File: src/rtl/txdma_pkg.sv
// Shared constants and state type for the transmit descriptor DMA engine.
// Assumes a 32-bit descriptor word; bit positions are fixed by the ring format.
package txdma_pkg;
    localparam int WORD_W    = 32;
    localparam int LEN_W     = 11;
    localparam int LAST_BIT  = 15;
    localparam int EXH_BIT   = 27;
    localparam int URUN_BIT  = 28;
    localparam int WRAP_BIT  = 30;
    localparam int USED_BIT  = 31;
    localparam int DESC_STEP = 8;
    localparam int STS_OFS   = 4;

    typedef enum logic [3:0] {
        ST_IDLE,
        ST_RD_ADR,
        ST_WT_ADR,
        ST_RD_STS,
        ST_WT_STS,
        ST_RD_DAT,
        ST_WT_DAT,
        ST_SEND,
        ST_WRBK,
        ST_ADV
    } dma_state_e;
endpackage

File: src/rtl/txdma_unpack.sv
// Word-to-byte unpacker: holds up to four bytes of one buffer word and
// presents them lowest lane first. Assumes load and pop never coincide.
module txdma_unpack #(
    parameter int WW = 32
) (
    input  logic          clk,
    input  logic          rst_n,
    input  logic          ld,
    input  logic [WW-1:0] ld_word,
    input  logic [1:0]    ld_lane,
    input  logic [2:0]    ld_n,
    input  logic          pop,
    output logic [7:0]    byte_o,
    output logic [2:0]    cnt_o
);
    logic [WW-1:0] sh_q;
    logic [2:0]    cnt_q;

    // Shift register and remaining-byte count for the current word.
    always_ff @(posedge clk) begin
        if (!rst_n) begin
            sh_q  <= '0;
            cnt_q <= '0;
        end else if (ld) begin
            sh_q  <= ld_word >> (8 * ld_lane);
            cnt_q <= ld_n;
        end else if (pop) begin
            sh_q  <= sh_q >> 8;
            cnt_q <= cnt_q - 3'd1;
        end
    end

    assign byte_o = sh_q[7:0];
    assign cnt_o  = cnt_q;
endmodule

File: src/rtl/txdma_starve.sv
// Starvation monitor: once a frame is flowing, counts consecutive cycles
// where the consumer wants a byte and none is offered. Assumes flow drops
// when the frame ends or is abandoned.
module txdma_starve #(
    parameter int LIM = 16
) (
    input  logic clk,
    input  logic rst_n,
    input  logic flow,
    input  logic tx_valid,
    input  logic tx_ready,
    output logic starve
);
    localparam int CW = $clog2(LIM + 1);

    logic [CW-1:0] cnt_q;
    logic          pend_q;

    // Consecutive-starve counter with a sticky flag until flow ends.
    always_ff @(posedge clk) begin
        if (!rst_n || !flow) begin
            cnt_q  <= '0;
            pend_q <= 1'b0;
        end else if (tx_valid) begin
            cnt_q <= '0;
        end else if (tx_ready) begin
            if (cnt_q == CW'(LIM - 1)) pend_q <= 1'b1;
            else                        cnt_q  <= cnt_q + 1'b1;
        end
    end

    assign starve = pend_q && flow;
endmodule

File: src/rtl/txdma_seq.sv
// Ring sequencer: fetches descriptors, schedules buffer word reads, drives
// the byte handshake, and writes back status. Assumes read data is valid
// exactly one cycle after a granted read and that addresses fit in AW bits.
module txdma_seq
    import txdma_pkg::*;
#(
    parameter int AW = 32
) (
    input  logic              clk,
    input  logic              rst_n,
    input  logic              tx_en,
    input  logic              tx_start,
    input  logic [AW-1:0]     q_base,
    output logic              busy,
    output logic              mem_req,
    output logic              mem_we,
    output logic [AW-1:0]     mem_addr,
    output logic [WORD_W-1:0] mem_wdata,
    input  logic              mem_gnt,
    input  logic [WORD_W-1:0] mem_rdata,
    output logic              ld,
    output logic [1:0]        ld_lane,
    output logic [2:0]        ld_n,
    input  logic [2:0]        up_cnt,
    input  logic              tx_ready,
    input  logic              starve,
    output logic              flow,
    output logic              tx_valid,
    output logic              tx_last,
    output logic              tx_abort
);
    dma_state_e        state_q;
    logic [AW-1:0]     ptr_q, first_ptr_q, cur_addr_q;
    logic [WORD_W-1:0] first_sts_q;
    logic [LEN_W-1:0]  rem_q;
    logic              cur_last_q, cur_wrap_q;
    logic              open_q, flow_q, abort_q;
    logic [1:0]        err_q;   // [1] underrun, [0] exhaustion
    logic [2:0]        avail;
    logic              pop;

    assign avail = 3'd4 - {1'b0, cur_addr_q[1:0]};
    assign pop   = tx_valid && tx_ready;

    // Byte count taken from the next buffer word.
    always_comb begin
        if (rem_q < LEN_W'(avail)) ld_n = rem_q[2:0];
        else                       ld_n = avail;
    end

    assign ld      = (state_q == ST_WT_DAT);
    assign ld_lane = cur_addr_q[1:0];

    // Memory request decode per state.
    always_comb begin
        mem_req   = 1'b0;
        mem_we    = 1'b0;
        mem_addr  = '0;
        mem_wdata = first_sts_q;
        unique case (state_q)
            ST_RD_ADR: begin
                mem_req  = !starve;
                mem_addr = ptr_q;
            end
            ST_RD_STS: begin
                mem_req  = !starve;
                mem_addr = ptr_q + AW'(STS_OFS);
            end
            ST_RD_DAT: begin
                mem_req  = !starve;
                mem_addr = {cur_addr_q[AW-1:2], 2'b00};
            end
            ST_WRBK: begin
                mem_req   = 1'b1;
                mem_we    = 1'b1;
                mem_addr  = first_ptr_q + AW'(STS_OFS);
                mem_wdata = first_sts_q;
                mem_wdata[USED_BIT] = 1'b1;
                mem_wdata[URUN_BIT] = first_sts_q[URUN_BIT] | err_q[1];
                mem_wdata[EXH_BIT]  = first_sts_q[EXH_BIT]  | err_q[0];
            end
            default: ;
        endcase
    end

    assign tx_valid = (state_q == ST_SEND);
    assign tx_last  = tx_valid && cur_last_q && (rem_q == '0) && (up_cnt == 3'd1);
    assign busy     = (state_q != ST_IDLE);
    assign flow     = flow_q;
    assign tx_abort = abort_q;

    // Main ring walk.
    always_ff @(posedge clk) begin
        if (!rst_n) begin
            state_q     <= ST_IDLE;
            ptr_q       <= '0;
            first_ptr_q <= '0;
            cur_addr_q  <= '0;
            first_sts_q <= '0;
            rem_q       <= '0;
            cur_last_q  <= 1'b0;
            cur_wrap_q  <= 1'b0;
            open_q      <= 1'b0;
            flow_q      <= 1'b0;
            abort_q     <= 1'b0;
            err_q       <= '0;
        end else begin
            abort_q <= 1'b0;
            if (pop) flow_q <= !tx_last;
            unique case (state_q)
                ST_IDLE: begin
                    if (tx_start && tx_en) begin
                        ptr_q   <= q_base;
                        open_q  <= 1'b0;
                        err_q   <= '0;
                        state_q <= ST_RD_ADR;
                    end
                end
                ST_RD_ADR: begin
                    if (starve) begin
                        err_q   <= 2'b10;
                        state_q <= ST_WRBK;
                    end else if (mem_gnt) begin
                        state_q <= ST_WT_ADR;
                    end
                end
                ST_WT_ADR: begin
                    cur_addr_q <= mem_rdata[AW-1:0];
                    state_q    <= ST_RD_STS;
                end
                ST_RD_STS: begin
                    if (starve) begin
                        err_q   <= 2'b10;
                        state_q <= ST_WRBK;
                    end else if (mem_gnt) begin
                        state_q <= ST_WT_STS;
                    end
                end
                ST_WT_STS: begin
                    rem_q      <= mem_rdata[LEN_W-1:0];
                    cur_last_q <= mem_rdata[LAST_BIT];
                    cur_wrap_q <= mem_rdata[WRAP_BIT];
                    if (mem_rdata[USED_BIT]) begin
                        if (open_q) begin
                            err_q   <= 2'b01;
                            state_q <= ST_WRBK;
                        end else begin
                            state_q <= ST_IDLE;
                        end
                    end else begin
                        if (!open_q) begin
                            first_ptr_q <= ptr_q;
                            first_sts_q <= mem_rdata;
                            open_q      <= 1'b1;
                        end
                        if (mem_rdata[LEN_W-1:0] != '0)
                            state_q <= ST_RD_DAT;
                        else if (mem_rdata[LAST_BIT])
                            state_q <= ST_WRBK;
                        else
                            state_q <= ST_ADV;
                    end
                end
                ST_RD_DAT: begin
                    if (starve) begin
                        err_q   <= 2'b10;
                        state_q <= ST_WRBK;
                    end else if (mem_gnt) begin
                        state_q <= ST_WT_DAT;
                    end
                end
                ST_WT_DAT: begin
                    rem_q      <= rem_q - LEN_W'(ld_n);
                    cur_addr_q <= cur_addr_q + AW'(ld_n);
                    state_q    <= ST_SEND;
                end
                ST_SEND: begin
                    if (pop && up_cnt == 3'd1) begin
                        if (rem_q != '0)     state_q <= ST_RD_DAT;
                        else if (cur_last_q) state_q <= ST_WRBK;
                        else                 state_q <= ST_ADV;
                    end
                end
                ST_WRBK: begin
                    if (mem_gnt) begin
                        open_q  <= 1'b0;
                        flow_q  <= 1'b0;
                        abort_q <= |err_q;
                        state_q <= (|err_q) ? ST_IDLE : ST_ADV;
                    end
                end
                ST_ADV: begin
                    if (starve) begin
                        err_q   <= 2'b10;
                        state_q <= ST_WRBK;
                    end else begin
                        ptr_q   <= cur_wrap_q ? q_base : ptr_q + AW'(DESC_STEP);
                        state_q <= ST_RD_ADR;
                    end
                end
                default: state_q <= ST_IDLE;
            endcase
        end
    end
endmodule

File: src/rtl/tx_desc_dma.sv
// Transmit descriptor DMA engine top: joins the ring sequencer, the byte
// unpacker and the starvation monitor. Assumes a word-aligned queue base.
module tx_desc_dma
    import txdma_pkg::*;
#(
    parameter int AW         = 32,
    parameter int STARVE_LIM = 16
) (
    input  logic              clk,
    input  logic              rst_n,
    input  logic              tx_en,
    input  logic              tx_start,
    input  logic [AW-1:0]     q_base,
    output logic              busy,
    output logic              mem_req,
    output logic              mem_we,
    output logic [AW-1:0]     mem_addr,
    output logic [WORD_W-1:0] mem_wdata,
    input  logic              mem_gnt,
    input  logic [WORD_W-1:0] mem_rdata,
    output logic              tx_valid,
    input  logic              tx_ready,
    output logic [7:0]        tx_data,
    output logic              tx_last,
    output logic              tx_abort
);
    logic       ld, flow, starve;
    logic [1:0] ld_lane;
    logic [2:0] ld_n, up_cnt;

    txdma_seq #(.AW(AW)) u_seq (
        .clk(clk), .rst_n(rst_n), .tx_en(tx_en), .tx_start(tx_start),
        .q_base(q_base), .busy(busy),
        .mem_req(mem_req), .mem_we(mem_we), .mem_addr(mem_addr),
        .mem_wdata(mem_wdata), .mem_gnt(mem_gnt), .mem_rdata(mem_rdata),
        .ld(ld), .ld_lane(ld_lane), .ld_n(ld_n), .up_cnt(up_cnt),
        .tx_ready(tx_ready), .starve(starve), .flow(flow),
        .tx_valid(tx_valid), .tx_last(tx_last), .tx_abort(tx_abort)
    );

    txdma_unpack #(.WW(WORD_W)) u_unpack (
        .clk(clk), .rst_n(rst_n), .ld(ld), .ld_word(mem_rdata),
        .ld_lane(ld_lane), .ld_n(ld_n), .pop(tx_valid && tx_ready),
        .byte_o(tx_data), .cnt_o(up_cnt)
    );

    txdma_starve #(.LIM(STARVE_LIM)) u_starve (
        .clk(clk), .rst_n(rst_n), .flow(flow), .tx_valid(tx_valid),
        .tx_ready(tx_ready), .starve(starve)
    );
endmodule

File: config.mk
export PLATFORM = sky130hd
export DESIGN_NAME = tx_desc_dma
export DESIGN_NICKNAME = d
export VERILOG_FILES = /design/src/rtl/txdma_pkg.sv /design/src/rtl/txdma_unpack.sv /design/src/rtl/txdma_starve.sv /design/src/rtl/txdma_seq.sv /design/src/rtl/tx_desc_dma.sv
export SDC_FILE = /design/constraint.sdc
export NUM_CORES = 1
export LEC_CHECK = 0
export ABC_AREA = 1
export BUFFER_PORTS_ARGS = -buffer_cell sky130_fd_sc_hd__buf_2
export CORE_MARGIN = 3
export CORE_UTILIZATION = 55
export DETAILED_ROUTE_END_ITERATION = 8
export GPL_TIMING_DRIVEN = 0
export PLACE_DENSITY = 0.77
export SLEW_MARGIN = 20
export SYNTH_ARGS = -nofsm -noshare
export SYNTH_HDL_FRONTEND = slang
export SYNTH_SLANG_ARGS = --single-unit
File: constraint.sdc
create_clock -name clk -period 8 [get_ports clk]
set_input_delay 0.8 -clock clk [delete_from_list [all_inputs] [get_ports clk]]
set_output_delay 0.8 -clock clk [all_outputs]
set_load 0.02 [all_outputs]
# --- Word-level counts from Yosys, hierarchy flattened ---
# Cells that the tools add are included.
totals:
  register_bits: 190
  inputBits: 70
  elab_cells: 134
classes:
  addsub: 8
  magnitude_cmp: 1
  eq_ne: 22
  shifts: 1
  mux: 45
  bitwise_logic: 6
  n_reduce_logical: 35
ops:
  columns: ["cell", "n"]
  rows:
  - ["two-way mux 32 bit", 6]
  - ["one-hot mux 32 bit (2 select lines)", 2]
  - ["one-hot mux 32 bit (4 select lines)", 1]
  - ["adder 32 x 3 -> 32 bit, second input constant", 2]
  - ["two-way mux 4 bit", 15]
  - ["one-hot mux 4 bit (10 select lines)", 1]
  - ["adder 32 x 3 -> 32 bit", 1]
  - ["adder 32 x 4 -> 32 bit, second input constant", 1]
  - ["right shift 32 x 5 -> 32 bit", 1]
  - ["one-hot mux 11 bit (2 select lines)", 1]
  - ["nonzero test 11 bit", 2]
  - ["equality test 4 x 3 -> 1 bit, second input constant", 4]
  - ["AND reduction 3 bit", 4]
  - ["logical NOT 11 bit", 1]
  - ["< comparator 11 x 3 -> 1 bit", 1]
  - ["subtractor 11 x 3 -> 11 bit", 1]
  - ["!= test 2 bit, second input constant", 5]
  - ["two-way mux 1 bit", 9]
  - ["two-way mux 3 bit", 3]
  - ["!= test 3 x 2 -> 1 bit, second input constant", 3]
  - ["equality test 4 x 2 -> 1 bit, second input constant", 2]
  - ["equality test 4 bit, second input constant", 2]
  - ["two-way mux 2 bit", 4]
  - ["nonzero test 2 bit", 4]
  - ["25 further kinds", 42]

# --- Logic depth before layout (Yosys ltp) ---
depth:
  ltp_word: 8
  mapped_depth: 26

# --- By module ---
# From an unflattened synthesis, not the netlist that was laid out.
hier_totals:
  hier_cells: 2115
  area_unflattened_um2: 12874.8
modules_own_cells:
  columns: ["module", "instances", "cells_each", "area_each_um2", "seq_area_each_um2"]
  rows:
  - ["txdma_seq", 1, 1732, 10495.1, 2982.9]
  - ["txdma_unpack", 1, 339, 2079.5, 700.7]
  - ["txdma_starve", 1, 42, 292.8, 120.1]
  - ["tx_desc_dma", 1, 2, 7.5, 0.0]

# --- Worst setup path before layout ---
# Ideal clock, no wire load.
synth_path:
  kind: "register to register"
  startpoint: "register u_seq.cur_addr_q[1]"
  endpoint: "register u_seq.cur_addr_q[30]"
  t_arrival_ns: 4.010
  required_time_ns: 7.868
  path_slack_ns: 3.858
  path_stages_with_launch: 25
  n_path_buf: 2
  path_cell_list: "dfxtp_1 > inv_1 > clkbuf_1 > clkbuf_1 > ha_1 > inv_1 > ha_1 > a21o_1 > nand2_1 > nand3_1 > o21ai_0 > inv_1 > fa_1 > inv_1 > nand2_1 > a21oi_1 > inv_1 > nor2_1 > inv_1 > nor2_1 > nand2_1 > nand2_1 > nand3_1 > nand2_1 > a21oi_1"
synth_via:
  elab_chain_cells: 5
synth_lines:
  columns: ["element", "line", "source"]
  rows:
  - ["from (decl)", "txdma_seq.sv:33", "logic [AW-1:0] ptr_q, first_ptr_q, cur_addr_q;"]
  - ["from (signal assigned)", "txdma_seq.sv:128", "cur_addr_q <= mem_rdata[AW-1:0];"]
  - ["from (signal assigned)", "txdma_seq.sv:174", "cur_addr_q <= cur_addr_q + AW'(ld_n);"]
  - ["subtractor 3 x 2 -> 3 bit", "txdma_seq.sv:42", "assign avail = 3'd4 - {1'b0, cur_addr_q[1:0]};"]
  - ["< comparator 11 x 3 -> 1 bit", "txdma_seq.sv:47", "if (rem_q < LEN_W'(avail)) ld_n = rem_q[2:0];"]
  - ["two-way mux 3 bit", "txdma_seq.sv:47", null]
  - ["adder 32 x 3 -> 32 bit *", "txdma_seq.sv:174", null]
  - ["one-hot mux 32 bit (2 select lines) *", "txdma_seq.sv:110", "unique case (state_q)"]
# Every way passes the cells marked *; elsewhere a longest branch is shown, timed or not.
# A chain may end at the register's enable or synchronous reset.

# --- Worst setup path after layout ---
# Ends and elaborated chain as after synthesis.

==> impl_metrics.tcl <==
set metrics [dict create \
    status "complete, no violations" \
    synthCells 2051 \
    cp_common_cell "inv_1" \
    drcViolationCount 0 \
    rsz0062_at_grt "false" \
    cap_violations 0 \
    clock_latency_ps 460 \
    pre_cts_ws_ps 2498 \
    grt_pass1_wl_um 78600 \
    fin_crit_sh 0.7144 \
    routed_wl_um 51700 \
    io_pins 148 \
    finalMaxSlewViolations 0 \
    hold_depth 2 \
    finalSetupViolCount 0 \
    cts_tree "built" \
    relSlewSlack 0.4267 \
    layout.nets 2303 \
    final.setup.tns_ps 0 \
    h-tree-depth 4 \
    syn_area_um2 12570 \
    cts-resized-gates 0 \
    grt_max_degree 21 \
    io_buffers 146 \
    synthArstFlopShare 0 \
    grt_busiest_layer "met2" \
    cp_max_fo 11 \
    worstHoldPathType "reg -> reg" \
    setup.worst_path.end_class "flip-flop" \
    crit_path_cell_trace "inv_1 > clkbuf_1 > clkbuf_1 > ha_1 > inv_1 > ha_1 > a21o_1 > nand2_1 > nand3_1 > o21ai_0 > inv_1 > fa_1 > inv_1 > nand2_1 > a21oi_1 > inv_1 > nor2_1 > inv_1 > nor2_1 > nand2_1 > nand2_1 > nand3_1 > nand2_1 > a21oi_1" \
    grt_overflow 0 \
    fmax_mhz 175.0 \
    path_clk_slew_ps 80 \
    crit_slowest_cell "o21ai_0" \
    via_per_inst 6.019 \
    worst_pin_slew_ps 850.9 \
    met2_usage 0.5930 \
    grt.total_usage 0.4129 \
    rr_worst_depth 24 \
    syn-num-nets 2138 \
    numCtsBuffers 17 \
    drt_iter0_markers 2297 \
    p_per_area_nw_per_um2 217.6 \
    gp_congestion 1.057 \
    yosysUniqueCellTypes 46 \
    post_cts_buffers 0 \
    die_y_um 157.2 \
    synth_flop_cell "dfxtp_1" \
    dieArea_um2 24710 \
    synth-edff-count 0 \
    worstSetupPathType "reg -> reg" \
    gr-usage-met1 0.5914 \
    clock_sinks 190 \
    grt_pass1_vias 13805 \
    hold_viol_final 0 \
    syn_avg_cell_area_um2 6.130 \
    crit_required_ps 8300 \
    antenna_found_initial 1 \
    holdPathEnd "u_seq.first_sts_q[26]$_SDFFE_PN0P_" \
    final_core_util 0.6428 \
    cts_buffer_depth 2 \
    critPathTopFamily "buffers and inverters" \
    root_buffer "clkbuf_16" \
    hold_start "u_seq.first_sts_q[26]$_SDFFE_PN0P_" \
    met3_usage 0.1037 \
    whs_ps 448.9 \
    drt-pass1-iter-count 6 \
    synth_seq_cells 190 \
    num_vias 15107 \
    p_total_mw 3.100 \
    layout_commonest_cell "nand2_1" \
    hpwl_um 40480 \
    coreArea_um2 22160 \
    start_kind "flip-flop" \
    routedWlPerCell_um 20.60 \
    drive_gt1_frac 0.1229 \
    peakVddDrop_mv 0.1789 \
    min_period_ps 5715 \
    r2r_start "u_seq.cur_addr_q[1]$_SDFFE_PN0P_" \
    worst_ep_arrival_time_ps 6010 \
    r2r_slack_ps 2280 \
    area_growth_pct 13.31 \
    final_antenna_net_count 0 \
    cts_hold_buf 0 \
    r2r-end "u_seq.cur_addr_q[30]$_SDFFE_PN0P_" \
    layout_common_cells "nand2_1 (494), inv_1 (252), o21ai_0 (200), dfxtp_1 (190), a21oi_1 (174)" \
    max_stage_delay_ps 590 \
    placementRows 54 \
    skew_ps 14.62 \
    crit_buf_inv 8 \
    yosys_warnings 0 \
    start_util 0.5673 \
    ys_seq_area_frac 0.3025 \
    p_leak_nw 5.687 \
    fp.dieW_um 157.2 \
    fin_ws_ps 2285 \
]
==> state kept, by name (all words and copies together), names as in the netlist <==
name,flops
u_seq.cur_addr_q,32
u_seq.cur_last_q,1
u_seq.cur_wrap_q,1
u_seq.err_q,2
u_seq.first_ptr_q,32
u_seq.first_sts_q,31
u_seq.flow,1
u_seq.open_q,1
u_seq.ptr_q,32
u_seq.rem_q,11
u_seq.state_q,4
u_seq.tx_abort,1
u_starve.cnt_q,5
u_starve.pend_q,1
u_unpack.cnt_o,3
u_unpack.sh_q,32
==> cell families (layout without fill, tap and decap cells) <==
kind of cell | count (synthesis) | in the layout | share of synthesized area
and+or+nand+nor | 916 | 916 | 0.3060
xor gates and xnor gates | 24 | 24 | 0.01672
DFF | 190 | 190 | 0.3025
AOI/OAI and AO/OA | 500 | 500 | 0.2203
buffers and inverters | 404 | 582 | 0.1362
adders and majority gates | 17 | 17 | 0.01811
other | 0 | 1 | 0
==> Yosys cell counts (10+ instances only) <==
master,instances,share of area
inv_1,252,0.075
buf_4,44,0.026
o211ai_1,37,0.022
nor2_2,10,0.0050
nand2_1,494,0.15
o21bai_1,22,0.013
buf_2,19,0.0076
o21ai_0,200,0.080
nor3_1,40,0.016
a21oi_1,174,0.069
ha_1,15,0.015
xor2_1,21,0.015
a31oi_1,24,0.012
nor2_1,171,0.051
nand4_1,16,0.0080
o22ai_1,21,0.010
nand3_1,162,0.064
clkbuf_1,74,0.022
dfxtp_1,190,0.30
inv_2,10,0.0030
==> layer usage <==
layer  share of wire  vias up
met3            0.15      158
met1            0.40     6800
met4           0.041        2
met2            0.41     1125
li1                -     7022
met5         0.00017        -
==> through the flow <==
stage / instances / cell area (um2)
finish: 2510 / 14240
CTS: 2509 / 14240
detailed placement: 2477 / 13650
floorplan: 2051 / 12570
global placement: 2477 / 13650
global route: 2509 / 14240
==> worst max path at each step <==
stage                                      from                                 to  slack, ps  cells after the start
4_1_cts        u_seq.cur_addr_q[1]$_SDFFE_PN0P_  u_seq.cur_addr_q[30]$_SDFFE_PN0P_       2480                     24
6_report       u_seq.cur_addr_q[1]$_SDFFE_PN0P_  u_seq.cur_addr_q[30]$_SDFFE_PN0P_       2280                     24
2_1_floorplan  u_seq.cur_addr_q[1]$_SDFFE_PN0P_  u_seq.cur_addr_q[30]$_SDFFE_PN0P_       3860                     24
3_5_place_dp   u_seq.cur_addr_q[1]$_SDFFE_PN0P_  u_seq.cur_addr_q[30]$_SDFFE_PN0P_       2500                     24
3_3_place_gp   u_seq.cur_addr_q[1]$_SDFFE_PN0P_  u_seq.cur_addr_q[30]$_SDFFE_PN0P_       2480                     24
5_1_grt        u_seq.cur_addr_q[1]$_SDFFE_PN0P_  u_seq.cur_addr_q[30]$_SDFFE_PN0P_       1770                     24
==> final cells by class <==
type | instances | area [um2]
buffer | 140 | 721.9
fill | 2159 | 7916
multi-input combinational | 1457 | 7056
antenna | 1 | 2.502
clock buffer | 17 | 425.4
tap | 280 | 350.3
sequential | 190 | 3804
clock inverter | 15 | 163.9
timing repair buffer | 146 | 730.7
inverter | 264 | 991.0
==> report_power, final <==
group | total (mW) | leakage [nW] | switching, mW | internal, mW
clock network | 0.885 | 0.286 | 0.463 | 0.422
registers | 1.15 | 1.54 | 0.124 | 1.02
logic | 1.07 | 3.86 | 0.771 | 0.295
==> tightest hold or removal path, cell delays in order (launching register included) <==
cell	delay (ps)
dfxtp_1	320
inv_1	40
a21oi_1	50
Note: power is estimated with default switching activity, not from simulation.
